`config.mk`:
```
export PLATFORM = sky130hd
export DESIGN_NAME = vsl_store_left
export DESIGN_NICKNAME = d
export VERILOG_FILES = /design/src/rtl/vsl_pkg.sv /design/src/rtl/vsl_addr_gen.sv /design/src/rtl/vsl_mask_gen.sv /design/src/rtl/vsl_lane_align.sv /design/src/rtl/vsl_req_reg.sv /design/src/rtl/vsl_store_left.sv
export SDC_FILE = /design/constraint.sdc
export NUM_CORES = 1
export LEC_CHECK = 0
export BUFFER_PORTS_ARGS = -buffer_cell sky130_fd_sc_hd__buf_2
export CAP_MARGIN = 20
export CORE_ASPECT_RATIO = 0.8
export CORE_UTILIZATION = 40
export CTS_CLUSTER_DIAMETER = 200
export CTS_CLUSTER_SIZE = 28
export DETAILED_ROUTE_END_ITERATION = 16
export GPL_TIMING_DRIVEN = 1
export PLACE_DENSITY = 0.73
export SLEW_MARGIN = 20
export SYNTH_ARGS = -nofsm -noshare
export SYNTH_HDL_FRONTEND = slang
export SYNTH_HIERARCHICAL = 1
export SYNTH_SLANG_ARGS = --single-unit
```
`constraint.sdc`:
```
create_clock -name clk -period 3.55 [get_ports clk]
set_input_delay 0.1775 -clock clk [delete_from_list [all_inputs] [get_ports clk]]
set_output_delay 0.1775 -clock clk [all_outputs]
set_load 0.01 [all_outputs]
```
`src/rtl/vsl_pkg.sv`:
```
`timescale 1ns/100ps
package vsl_pkg;
    localparam int VSL_ADDR_W = 64;
    localparam int VSL_NB     = 16;
    localparam int VSL_OFF_W  = $clog2(VSL_NB);
    localparam int VSL_DATA_W = VSL_NB * 8;

    typedef logic [VSL_ADDR_W-1:0] vsl_addr_t;
    typedef logic [VSL_OFF_W-1:0]  vsl_off_t;
    typedef logic [VSL_NB-1:0]     vsl_be_t;
    typedef logic [VSL_DATA_W-1:0] vsl_data_t;

    typedef struct packed {
        vsl_addr_t blk_addr;
        vsl_be_t   be;
        vsl_data_t data;
    } vsl_req_t;

    function automatic vsl_addr_t vsl_align(input vsl_addr_t a);
        vsl_addr_t r;
        r = a;
        r[VSL_OFF_W-1:0] = '0;
        return r;
    endfunction
endpackage

```
`src/rtl/vsl_addr_gen.sv`:
```
`timescale 1ns/100ps
module vsl_addr_gen #(
    parameter int ADDR_W = vsl_pkg::VSL_ADDR_W,
    parameter int OFF_W  = vsl_pkg::VSL_OFF_W
) (
    input  logic [ADDR_W-1:0] base,
    input  logic              base_zero,
    input  logic [ADDR_W-1:0] index,
    output logic [ADDR_W-1:0] blk_addr,
    output logic [OFF_W-1:0]  offset
);
    logic [ADDR_W-1:0] base_eff;
    logic [ADDR_W-1:0] ea;

    always_comb begin
        base_eff = base_zero ? '0 : base;
        ea       = base_eff + index;
        offset   = ea[OFF_W-1:0];
        blk_addr = {ea[ADDR_W-1:OFF_W], {OFF_W{1'b0}}};
    end
endmodule

```
`src/rtl/vsl_mask_gen.sv`:
```
`timescale 1ns/100ps
module vsl_mask_gen #(
    parameter int NB    = vsl_pkg::VSL_NB,
    parameter int OFF_W = vsl_pkg::VSL_OFF_W
) (
    input  logic [OFF_W-1:0] offset,
    output logic [NB-1:0]    be
);
    for (genvar i = 0; i < NB; i++) begin : g_pos
        localparam logic [OFF_W:0] POS = (OFF_W+1)'(i);
        assign be[i] = (POS >= {1'b0, offset});
    end
endmodule

```
`src/rtl/vsl_lane_align.sv`:
```
`timescale 1ns/100ps
module vsl_lane_align #(
    parameter int NB    = vsl_pkg::VSL_NB,
    parameter int OFF_W = vsl_pkg::VSL_OFF_W
) (
    input  logic [NB*8-1:0]  vec,
    input  logic [OFF_W-1:0] offset,
    output logic [NB*8-1:0]  data
);
    localparam int DW = NB * 8;

    logic [DW-1:0] stage [OFF_W+1];

    assign stage[0] = vec;

    for (genvar s = 0; s < OFF_W; s++) begin : g_stage
        localparam int SHIFT = 8 * (1 << s);
        assign stage[s+1] = offset[s] ? (stage[s] >> SHIFT) : stage[s];
    end

    assign data = stage[OFF_W];
endmodule

```
`src/rtl/vsl_req_reg.sv`:
```
`timescale 1ns/100ps
module vsl_req_reg
    import vsl_pkg::*;
(
    input  logic     clk,
    input  logic     rst,
    input  logic     load_valid,
    output logic     load_ready,
    input  vsl_req_t load_req,
    output logic     out_valid,
    input  logic     out_ready,
    output vsl_req_t out_req
);
    logic     valid_q;
    vsl_req_t req_q;
    logic     take;

    assign load_ready = !valid_q || out_ready;
    assign take       = load_valid && load_ready;

    always_ff @(posedge clk) begin
        if (rst) begin
            valid_q <= 1'b0;
        end else if (take) begin
            valid_q <= 1'b1;
        end else if (out_ready) begin
            valid_q <= 1'b0;
        end
    end

    always_ff @(posedge clk) begin
        if (rst) begin
            req_q <= '0;
        end else if (take) begin
            req_q <= load_req;
        end
    end

    assign out_valid = valid_q;
    assign out_req   = req_q;
endmodule

```
`src/rtl/vsl_store_left.sv`:
```
`timescale 1ns/100ps
module vsl_store_left
    import vsl_pkg::*;
#(
    parameter int ADDR_W = VSL_ADDR_W,
    parameter int NB     = VSL_NB
) (
    input  logic              clk,
    input  logic              rst,
    input  logic              in_valid,
    output logic              in_ready,
    input  logic [NB*8-1:0]   in_vec,
    input  logic [ADDR_W-1:0] in_base,
    input  logic              in_base_zero,
    input  logic [ADDR_W-1:0] in_index,
    output logic              mem_valid,
    input  logic              mem_ready,
    output logic [ADDR_W-1:0] mem_addr,
    output logic [NB-1:0]     mem_be,
    output logic [NB*8-1:0]   mem_data
);
    localparam int OFF_W = $clog2(NB);

    logic [ADDR_W-1:0] blk_addr;
    logic [OFF_W-1:0]  offset;
    logic [NB-1:0]     be;
    logic [NB*8-1:0]   shifted;
    vsl_req_t          req_in;
    vsl_req_t          req_out;

    vsl_addr_gen #(.ADDR_W(ADDR_W), .OFF_W(OFF_W)) u_addr (
        .base      (in_base),
        .base_zero (in_base_zero),
        .index     (in_index),
        .blk_addr  (blk_addr),
        .offset    (offset)
    );

    vsl_mask_gen #(.NB(NB), .OFF_W(OFF_W)) u_mask (
        .offset (offset),
        .be     (be)
    );

    vsl_lane_align #(.NB(NB), .OFF_W(OFF_W)) u_align (
        .vec    (in_vec),
        .offset (offset),
        .data   (shifted)
    );

    always_comb begin
        req_in.blk_addr = blk_addr;
        req_in.be       = be;
        req_in.data     = shifted;
    end

    vsl_req_reg u_req (
        .clk        (clk),
        .rst        (rst),
        .load_valid (in_valid),
        .load_ready (in_ready),
        .load_req   (req_in),
        .out_valid  (mem_valid),
        .out_ready  (mem_ready),
        .out_req    (req_out)
    );

    assign mem_addr = req_out.blk_addr;
    assign mem_be   = req_out.be;
    assign mem_data = req_out.data;
endmodule

```
# After elaboration in Yosys (flattened, before gate mapping)
# Index checks and enable logic that the tools add are counted.
dict set report classes {
  n_reduce_logical 4
  n_mux 7
  n_lt_le_gt_ge 15
  n_addsub 1
}
# op count
set ops {}
lappend ops {{$mux 128} 4}
lappend ops {{$add 64x64->64} 1}
lappend ops {{$mux 64} 1}
lappend ops {{$ge 4x4->1 const A} 7}
lappend ops {{$ge 3x4->1 const A} 4}
lappend ops {{$ge 1x4->1 const A} 2}
lappend ops {{$ge 2x4->1 const A} 2}
lappend ops {{$mux 1} 2}
lappend ops {{$reduce_bool 2->1} 1}
lappend ops {{$logic_and 1x1->1} 1}
lappend ops {{$logic_not 1->1} 1}
lappend ops {{$logic_or 1x1->1} 1}
dict set report totals {
  reg_bits 205
}

# Longest topological paths before layout
# Gate-level depths: netlist (run 1).
dict set report logic_depth {
  depth_word 6
  depth_mapped 16
  mapped_depth_nobuf 14
}

# Modules after synthesis
# The synthesis (run 1) kept the hierarchy.
# mod area_each_um2 cells_per_inst instances
set modules_own_cells {}
lappend modules_own_cells {vsl_req_reg 9066.2 952 1}
lappend modules_own_cells {vsl_lane_align 4822.1 715 1}
lappend modules_own_cells {vsl_addr_gen 4259.1 634 1}
lappend modules_own_cells {vsl_mask_gen 138.9 22 1}

# Worst setup path before layout (run 1)
# Ideal clock, no wire load.
dict set report synth_path {
  kind {input port to flip-flop}
  from {input port in_base_zero}
  to {register u_req.req_q, in the netlist u_req/out_req[200]}
  path_stages 16
  path_buffers 2
  t_required_ps 3480
  setup_slack_ps 23
  t_arrival_ps 3457
  path_cell_list {clkbuf_1 clkbuf_1 nor2b_1 ha_1 fa_1 a21o_1 a221oi_1 and3_1 nor3_1 o31ai_1 a21bo_2 a2111o_1 o21bai_1 a311oi_1 nand3_1 a21oi_1}
}
dict set report synth_via {
  elab_chain_len 2
}
# item line
set synth_lines {}
lappend synth_lines {{start: declaration} vsl_store_left.sv:14} ;# input logic in_base_zero,
lappend synth_lines {{$mux 64} vsl_addr_gen.sv:16} ;# base_eff = base_zero ? '0 : base;
lappend synth_lines {{$add 64x64->64} vsl_addr_gen.sv:17} ;# ea = base_eff + index;
lappend synth_lines {{named net blk_addr[56]} vsl_store_left.sv:24} ;# logic [ADDR_W-1:0] blk_addr;
lappend synth_lines {{end signal: assignment} vsl_req_reg.sv:35} ;# req_q <= load_req;
lappend synth_lines {{end: declaration} vsl_req_reg.sv:15} ;# vsl_req_t req_q;
# The timed path passes the listed nets, and every way through them passes these cells.
# A chain may end at the register's enable or synchronous reset.

# Worst setup path after layout (run 1)
# Ends and elaborated chain as after synthesis.

==> results of run 1 <==
[synth_stat cells (18+ instances only)]
library cell | count | area [µm²]
a21bo_1 | 45 | 450
a21bo_2 | 164 | 1640
a21o_1 | 37 | 278
a21oi_1 | 321 | 1610
and2_1 | 21 | 131
buf_2 | 54 | 270
buf_4 | 29 | 218
buf_6 | 32 | 360
clkbuf_1 | 105 | 394
dfxtp_1 | 209 | 4180
ha_1 | 63 | 788
inv_1 | 22 | 82.6
mux2_2 | 69 | 777
mux2i_1 | 87 | 871
nand2_1 | 128 | 480
nand2b_1 | 19 | 119
nand3_1 | 232 | 1160
nand4_1 | 18 | 113
nor2_1 | 154 | 578
nor2b_1 | 77 | 482
o211ai_1 | 36 | 270
o21ai_0 | 55 | 275
o221ai_1 | 42 | 368
o22ai_1 | 31 | 194
xnor2_1 | 35 | 307
xor2_1 | 25 | 219
[routing by layer]
metal  share of wire  up-vias  global-route usage
met3           0.097      160              0.0840
li1                -     9389                   -
met1            0.45     9754               0.503
met2            0.42     1002               0.509
met4           0.031        8              0.0949
met5         0.00072        -                   0
[flip-flops by register name, indices dropped and copies added, names as in the netlist]
| register | cells |
|---|---|
| u_req/out_req | 208 |
| u_req/out_valid | 1 |
[critical path: cells and delay by family]
| kind | cells | cell delay (ns) |
|---|---|---|
| compound gates | 8 | 1.65 |
| fa+ha+maj | 2 | 0.62 |
| buf+inv | 3 | 0.46 |
| simple gates | 4 | 0.61 |
[cell families after synthesis]
kind of cell / Yosys count
and+or+nand+nor: 711
buffers and inverters: 260
xor gates and xnor gates: 60
other: 2
AOI/OAI and AO/OA: 856
DFF: 209
adders and majority gates: 64
muxes: 161
[final timing paths]
path / from / endpoint / slack [ns] / cells after the start
setup / recovery: in_base_zero / u_req/out_req[200] / 0.46 / 17
hold / removal: in_index[63] / u_req/out_req[207] / 0.13 / 5
setup reg to reg: u_req/out_valid / u_req/out_req[54] / 1.59 / 4
hold reg to reg: u_req/out_req[107] / u_req/out_req[107] / 0.58 / 2
[power breakdown]
part	internal [mW]	switching, mW	leakage [nW]
Sequential	2.56	0.116	1.71
Clock	0.578	0.888	0.143
Combinational	1.83	2.74	8.29
[area by class of cell]
class                      count  area, µm²  share of cell area
tap                          603        754              0.0339
clock buffer                  11        275              0.0124
timing repair buffer         678       4210               0.189
inverter                      23       86.3             0.00388
clock inverter                 1       16.3            0.000730
sequential                   209       4180               0.188
multi-input combinational   1857      12700               0.572
antenna                        4       10.0            0.000449
==> summary.md, run 1 <==
| Metric | Value |
|---|---|
| Ys Warns | `6` |
| Crit. End Element | `flop` |
| Placed instance count | `3370` |
| Commonest cells after routing, fill and taps aside | `468 x buf_2, 321 x a21oi_1, 232 x nand3_1` |
| Status | `finished, final reports clean` |
| Minimum clock period after layout | `3.09 ns` |
| DRC violation count after routing | `0` |
| Number of H-tree levels | `1` |
| Post-synth EDFFs | `0` |
| I/O Buffers | `470` |
| Ratio of cells with drive above 1 in the final layout | `0.340` |
| GRT Util Overall | `0.348` |
| Largest net degree at the start of global routing | `120` |
| CTS tree | `yes` |
| Initial Util | `0.409` |
| Power Total | `8.71 mW` |
| Setup TNS | `0 ns` |
| CP arrival | `3.54 ns` |
| DIE WIDTH | `241 µm` |
| Critical-path cell list | `buf_2 -> buf_12 -> nor2b_1 -> ha_2 -> fa_4 -> a21o_1 -> a221oi_1 -> and3_1 -> nor3_1 -> o31ai_1 -> buf_4 -> a21bo_2 -> a2111o_1 -> o21bai_1 -> a311oi_1 -> nand3_1 -> a21oi_1` |
| Post-synthesis adder-cell area fraction | `0.0442` |
| Startpoint types | `input port` |
| Cell area after layout | `22300 µm²` |
| First-pass GRT wire length | `123000 µm` |
| Syn Inst Count | `2323` |
| Clock Root Buffer | `clkbuf_16` |
| Ys flop type | `dfxtp_1` |
| Final hold slack | `0.125 ns` |
| Actual slew at the worst max-slew pin | `1.03 ns` |
| Dpl hpwl | `68100 µm` |
| Post-cts resize count | `0` |
| Commonest non-fill, non-tap cell in the layout | `buf_2` |
| Post-Synth XOR/XNOR Area | `0.0287` |
| Post-route setup slack | `0.464 ns` |
| DRT Wirelength | `84900 µm` |
| Synth Register Bits | `209` |
| Area growth from synthesis to layout | `21.8%` |
| # hold bufs at CTS | `0` |
| Compound-gate portion of the synthesized area | `0.337` |
| Period utilization | `0.869` |
| Num rows | `69` |
| Peak Freq | `324 MHz` |
| Filler cell count | `4497` |
| CP max stage delay | `0.43 ns` |
| WS Path Type | `in -> reg` |
| Final #Nets | `3105` |
| Die H | `193 µm` |
| RePlAce Congestion | `1.01` |
| Worst IR Drop VDD | `0.000315 V` |
| Setup Buffers After CTS | `0` |
| Crit path max-delay cell type | `fa_4` |
| Seq/Total Area, Yosys | `0.229` |
| Layout Cells excl Fill | `3386` |
| RSZ-0062 raised after global routing | `false` |
| Largest family of logic cells by synthesized area | `compound AO/OA/AOI/OAI gates` |
| Drt wl/cell | `25.1 µm` |
| CTS Buffer Depth | `3` |
| Max-cap violations | `0` |
| Clock slew at reported path FFs | `0.13 ns` |
| DR pass1 iterations | `6` |
| Final Setup Violations | `0` |
| CTS Buf Count | `11` |
| Worst Skew | `0.0243 ns` |
| HP Class | `in -> reg` |
| Post-route ant nets | `0` |
| Worst slew margin | `0.311` |
| Placed cell areas | `22000 µm²` |
| Ys async rst share | `0` |
| Slew Viols, Final | `0` |
| Required @ worst endpoint | `4.01 ns` |
| Initial antenna violation count | `7` |
| Number of library cell types mapped by synthesis | `83` |
| GRT overflow | `0` |
| Clock sink total | `209` |
| Critical path peak fanout | `23` |
| Simple logic cell fraction of the synthesized area | `0.190` |
| DR iter-0 viols | `2068` |
| Die area | `46600 µm²` |
| Syn Area/Cell | `7.87 µm²` |
| Post-Place Setup Slack | `-0.00976 ns` |
| Skew-Pair Late Insertion Delay | `0.52 ns` |
| Final Util | `0.498` |
| Pwr Density | `391 nW/µm²` |
| P_leak | `10.1 nW` |
| Vias in the first global route | `19100` |
| Final Hold Vio Count | `0` |
| CORE AREA | `44700 µm²` |
| Synth Cell Area | `18300 µm²` |
| Multiplexer share of the synthesized area | `0.0932` |
| Vias per cell | `6.00` |
| Routed via count | `20300` |
| # IOs | `471` |
No activity file was read; power rests on OpenSTA's default activity.
==> inputs of run 2 (changes only) <==
Settings changed: CAP_MARGIN 20 to unset, REMOVE_ABC_BUFFERS set to 1.
==> run 2 against run 1 <==
Highest routed layer unchanged. Register-to-register slack improved by 0.06 ns. Cell count decreased by 1.6%. Final area decreased by 2.1%. Clock power about the same. Global-route usage decreased by 5.0 points.
==> summary.md, run 2 (synthesized netlist as in run 1, its figures left out) <==
| Metric | Value |
|---|---|
| Area growth from synthesis to layout | `19.3%` |
| Number of H-tree levels | `1 (unchanged)` |
| Worst Skew | `0.0202 ns (-0.00407 ns)` |
| Die H | `193 µm (unchanged)` |
| Final Setup Violations | `0 (unchanged)` |
| Status | `finished, final reports clean` |
| Placed instance count | `3311 (-1.8%)` |
| Initial Util | `0.409 (unchanged)` |
| Post-route ant nets | `0 (unchanged)` |
| Power Total | `8.11 mW (-6.9%)` |
| I/O Buffers | `470 (unchanged)` |
| CP arrival | `3.58 ns (+0.04 ns)` |
| First-pass GRT wire length | `110000 µm (-11%)` |
| Final #Nets | `3046 (-1.9%)` |
| Clock sink total | `209 (unchanged)` |
| Cell area after layout | `21800 µm² (-2.1%)` |
| Filler cell count | `4528 (+0.69%)` |
| RSZ-0062 raised after global routing | `false` |
| Pwr Density | `372 nW/µm² (-5.0%)` |
| Post-cts resize count | `0 (unchanged)` |
| Required @ worst endpoint | `4.00 ns (about the same)` |
| Worst slew margin | `0.311 (-0.000670)` |
| Crit. End Element | `flop` |
| DR iter-0 viols | `1747 (-16%)` |
| Final Hold Vio Count | `0 (unchanged)` |
| Slew Viols, Final | `0 (unchanged)` |
| Period utilization | `0.881 (+0.0119)` |
| Critical-path cell list | `buf_2 -> buf_4 -> nor2b_1 -> ha_1 -> nand4_1 -> nor3_1 -> o311ai_1 -> a211oi_1 -> o311ai_1 -> buf_4 -> nor2_1 -> o21ai_1 -> buf_4 -> o41ai_1 -> xnor2_1 -> nand3_1 -> a21oi_1` |
| Routed via count | `19700 (-2.9%)` |
| Clock slew at reported path FFs | `0.12 ns (about the same)` |
| Ratio of cells with drive above 1 in the final layout | `0.327 (-0.0125)` |
| DIE WIDTH | `241 µm (unchanged)` |
| FF-to-FF End | `u_req/out_req[52]` |
| Worst IR Drop VDD | `0.000264 V (-16%)` |
| Vias per cell | `5.92 (-1.4%)` |
| Post-route setup slack | `0.421 ns (-0.0423 ns)` |
| Layout Cells excl Fill | `3333 (-1.6%)` |
| GRT overflow | `0 (unchanged)` |
| Skew-Pair Late Insertion Delay | `0.50 ns (-0.02 ns)` |
| DR pass1 iterations | `6 (unchanged)` |
| Peak Freq | `320 MHz (-1.4%)` |
| Initial antenna violation count | `13 (+6)` |
| Worst r2r src | `u_req/out_valid` |
| CTS Buffer Depth | `3 (unchanged)` |
| CTS Buf Count | `11 (unchanged)` |
| DRC violation count after routing | `0 (unchanged)` |
| Commonest non-fill, non-tap cell in the layout | `buf_2` |
| Vias in the first global route | `19100 (+0.37%)` |
| CP max stage delay | `0.47 ns (+0.04 ns)` |
| Actual slew at the worst max-slew pin | `1.03 ns (-0.00138 ns)` |
| Max reg flops | `208 (unchanged)` |
| Max-cap violations | `0 (unchanged)` |
| Crit path max-delay cell type | `a211oi_1` |
| Final hold slack | `0.0711 ns (-0.0540 ns)` |
| HP Start | `in_vec[124]` |
| Startpoint types | `input port` |
| Minimum clock period after layout | `3.13 ns (+0.0423 ns)` |
| Setup Buffers After CTS | `0 (unchanged)` |
| Clock Root Buffer | `clkbuf_16` |
| Dpl hpwl | `54500 µm (-20%)` |
| Largest net degree at the start of global routing | `131 (+9.2%)` |
| CORE AREA | `44700 µm² (unchanged)` |
| Reg-to-reg setup timing slack | `1.65 ns (+0.06 ns)` |
| Commonest cells after routing, fill and taps aside | `468 x buf_2, 321 x a21oi_1, 232 x nand3_1` |
| HP Class | `in -> reg` |
| CTS tree | `yes` |
| # hold bufs at CTS | `0 (unchanged)` |
| Worst Reg-to-Reg Cells | `5 (+1)` |
| Post-Place Setup Slack | `-0.0432 ns (-0.0334 ns)` |
| RePlAce Congestion | `0.972 (-3.4%)` |
| Drt wl/cell | `21.9 µm (-13%)` |
| DRT Wirelength | `72800 µm (-14%)` |
| Num rows | `69 (unchanged)` |
| P_leak | `9.84 nW (-3.0%)` |
| GRT Util Overall | `0.299 (-0.0497)` |
| WS Path Type | `in -> reg` |
| Hold Path Cell Cnt | `4 (-1)` |
| Die area | `46600 µm² (unchanged)` |
| Crit path top cell by count | `buf_4` |
| Min-Delay Endpoint | `u_req/out_req[124]` |
| # IOs | `471 (unchanged)` |
| Placed cell areas | `21500 µm² (-2.2%)` |
| Critical path peak fanout | `8 (-65%)` |
run 2: cell types whose count changed in the layout (fill, tap and decap cells not counted), sizes merged:
cell,before,now
buf,678,619
clkinv,1,0
diode,4,10
inv,23,24
run 2: final cells by class:
cell class              instances  area, µm²  area share
diodes                         10       25.0     0.00115
repair buffers                619       3710       0.170
flip-flops and latches        209       4180       0.192
clock inverters                 1       16.3    0.000746
clock buffers                  11        275      0.0126
multi-input cells            1857      12800       0.585
inverters                      23       86.3     0.00396
well taps                     603        754      0.0346
run 2: per-stage QoR:
step | setup TNS (ns) | util
4_1_cts | 0 | 0.487
5_1_grt | 0 | 0.487
3_3_place_gp | -0.0696 | 0.481
2_1_floorplan | -398.23 | -
6_report | 0 | 0.488
3_5_place_dp | -0.0626 | 0.481
run 2: worst max path at each step:
| stage | from | to | cells past startpoint |
|---|---|---|---|
| after floorplan | in_base[0] | u_req/out_req[32] | 10 |
| after global placement | in_base_zero | u_req/out_req[200] | 15 |
| after detailed placement | in_base_zero | u_req/out_req[200] | 15 |
| after CTS | in_base_zero | u_req/out_req[200] | 15 |
| after global routing | in_base_zero | u_req/out_req[205] | 17 |
| final | in_base_zero | u_req/out_req[205] | 17 |
run 2: layer usage:
metal | track usage | part of all wire | routed length, µm | vias up
li1 | - | - | - | 9285
met1 | 0.388 | 0.42 | 30800 | 9291
met2 | 0.482 | 0.45 | 32600 | 968
met3 | 0.0582 | 0.087 | 6310 | 173
met4 | 0.120 | 0.043 | 3150 | 8
met5 | 0 | 0.00071 | 52 | -
run 2: worst max-delay path, delay by kind of cell:
family,cells,cell delay (ns)
buffers and inverters,4,0.74
XOR/XNOR,1,0.17
AND/OR/NAND/NOR,5,0.74
adder cells (fa/ha/maj),1,0.35
AO/OA/AOI/OAI,6,1.39
run 2: power by group:
part | switching [mW] | leakage [nW] | internal [mW]
clock network | 0.892 | 0.143 | 0.579
registers | 0.121 | 1.71 | 2.56
logic | 2.31 | 7.99 | 1.65
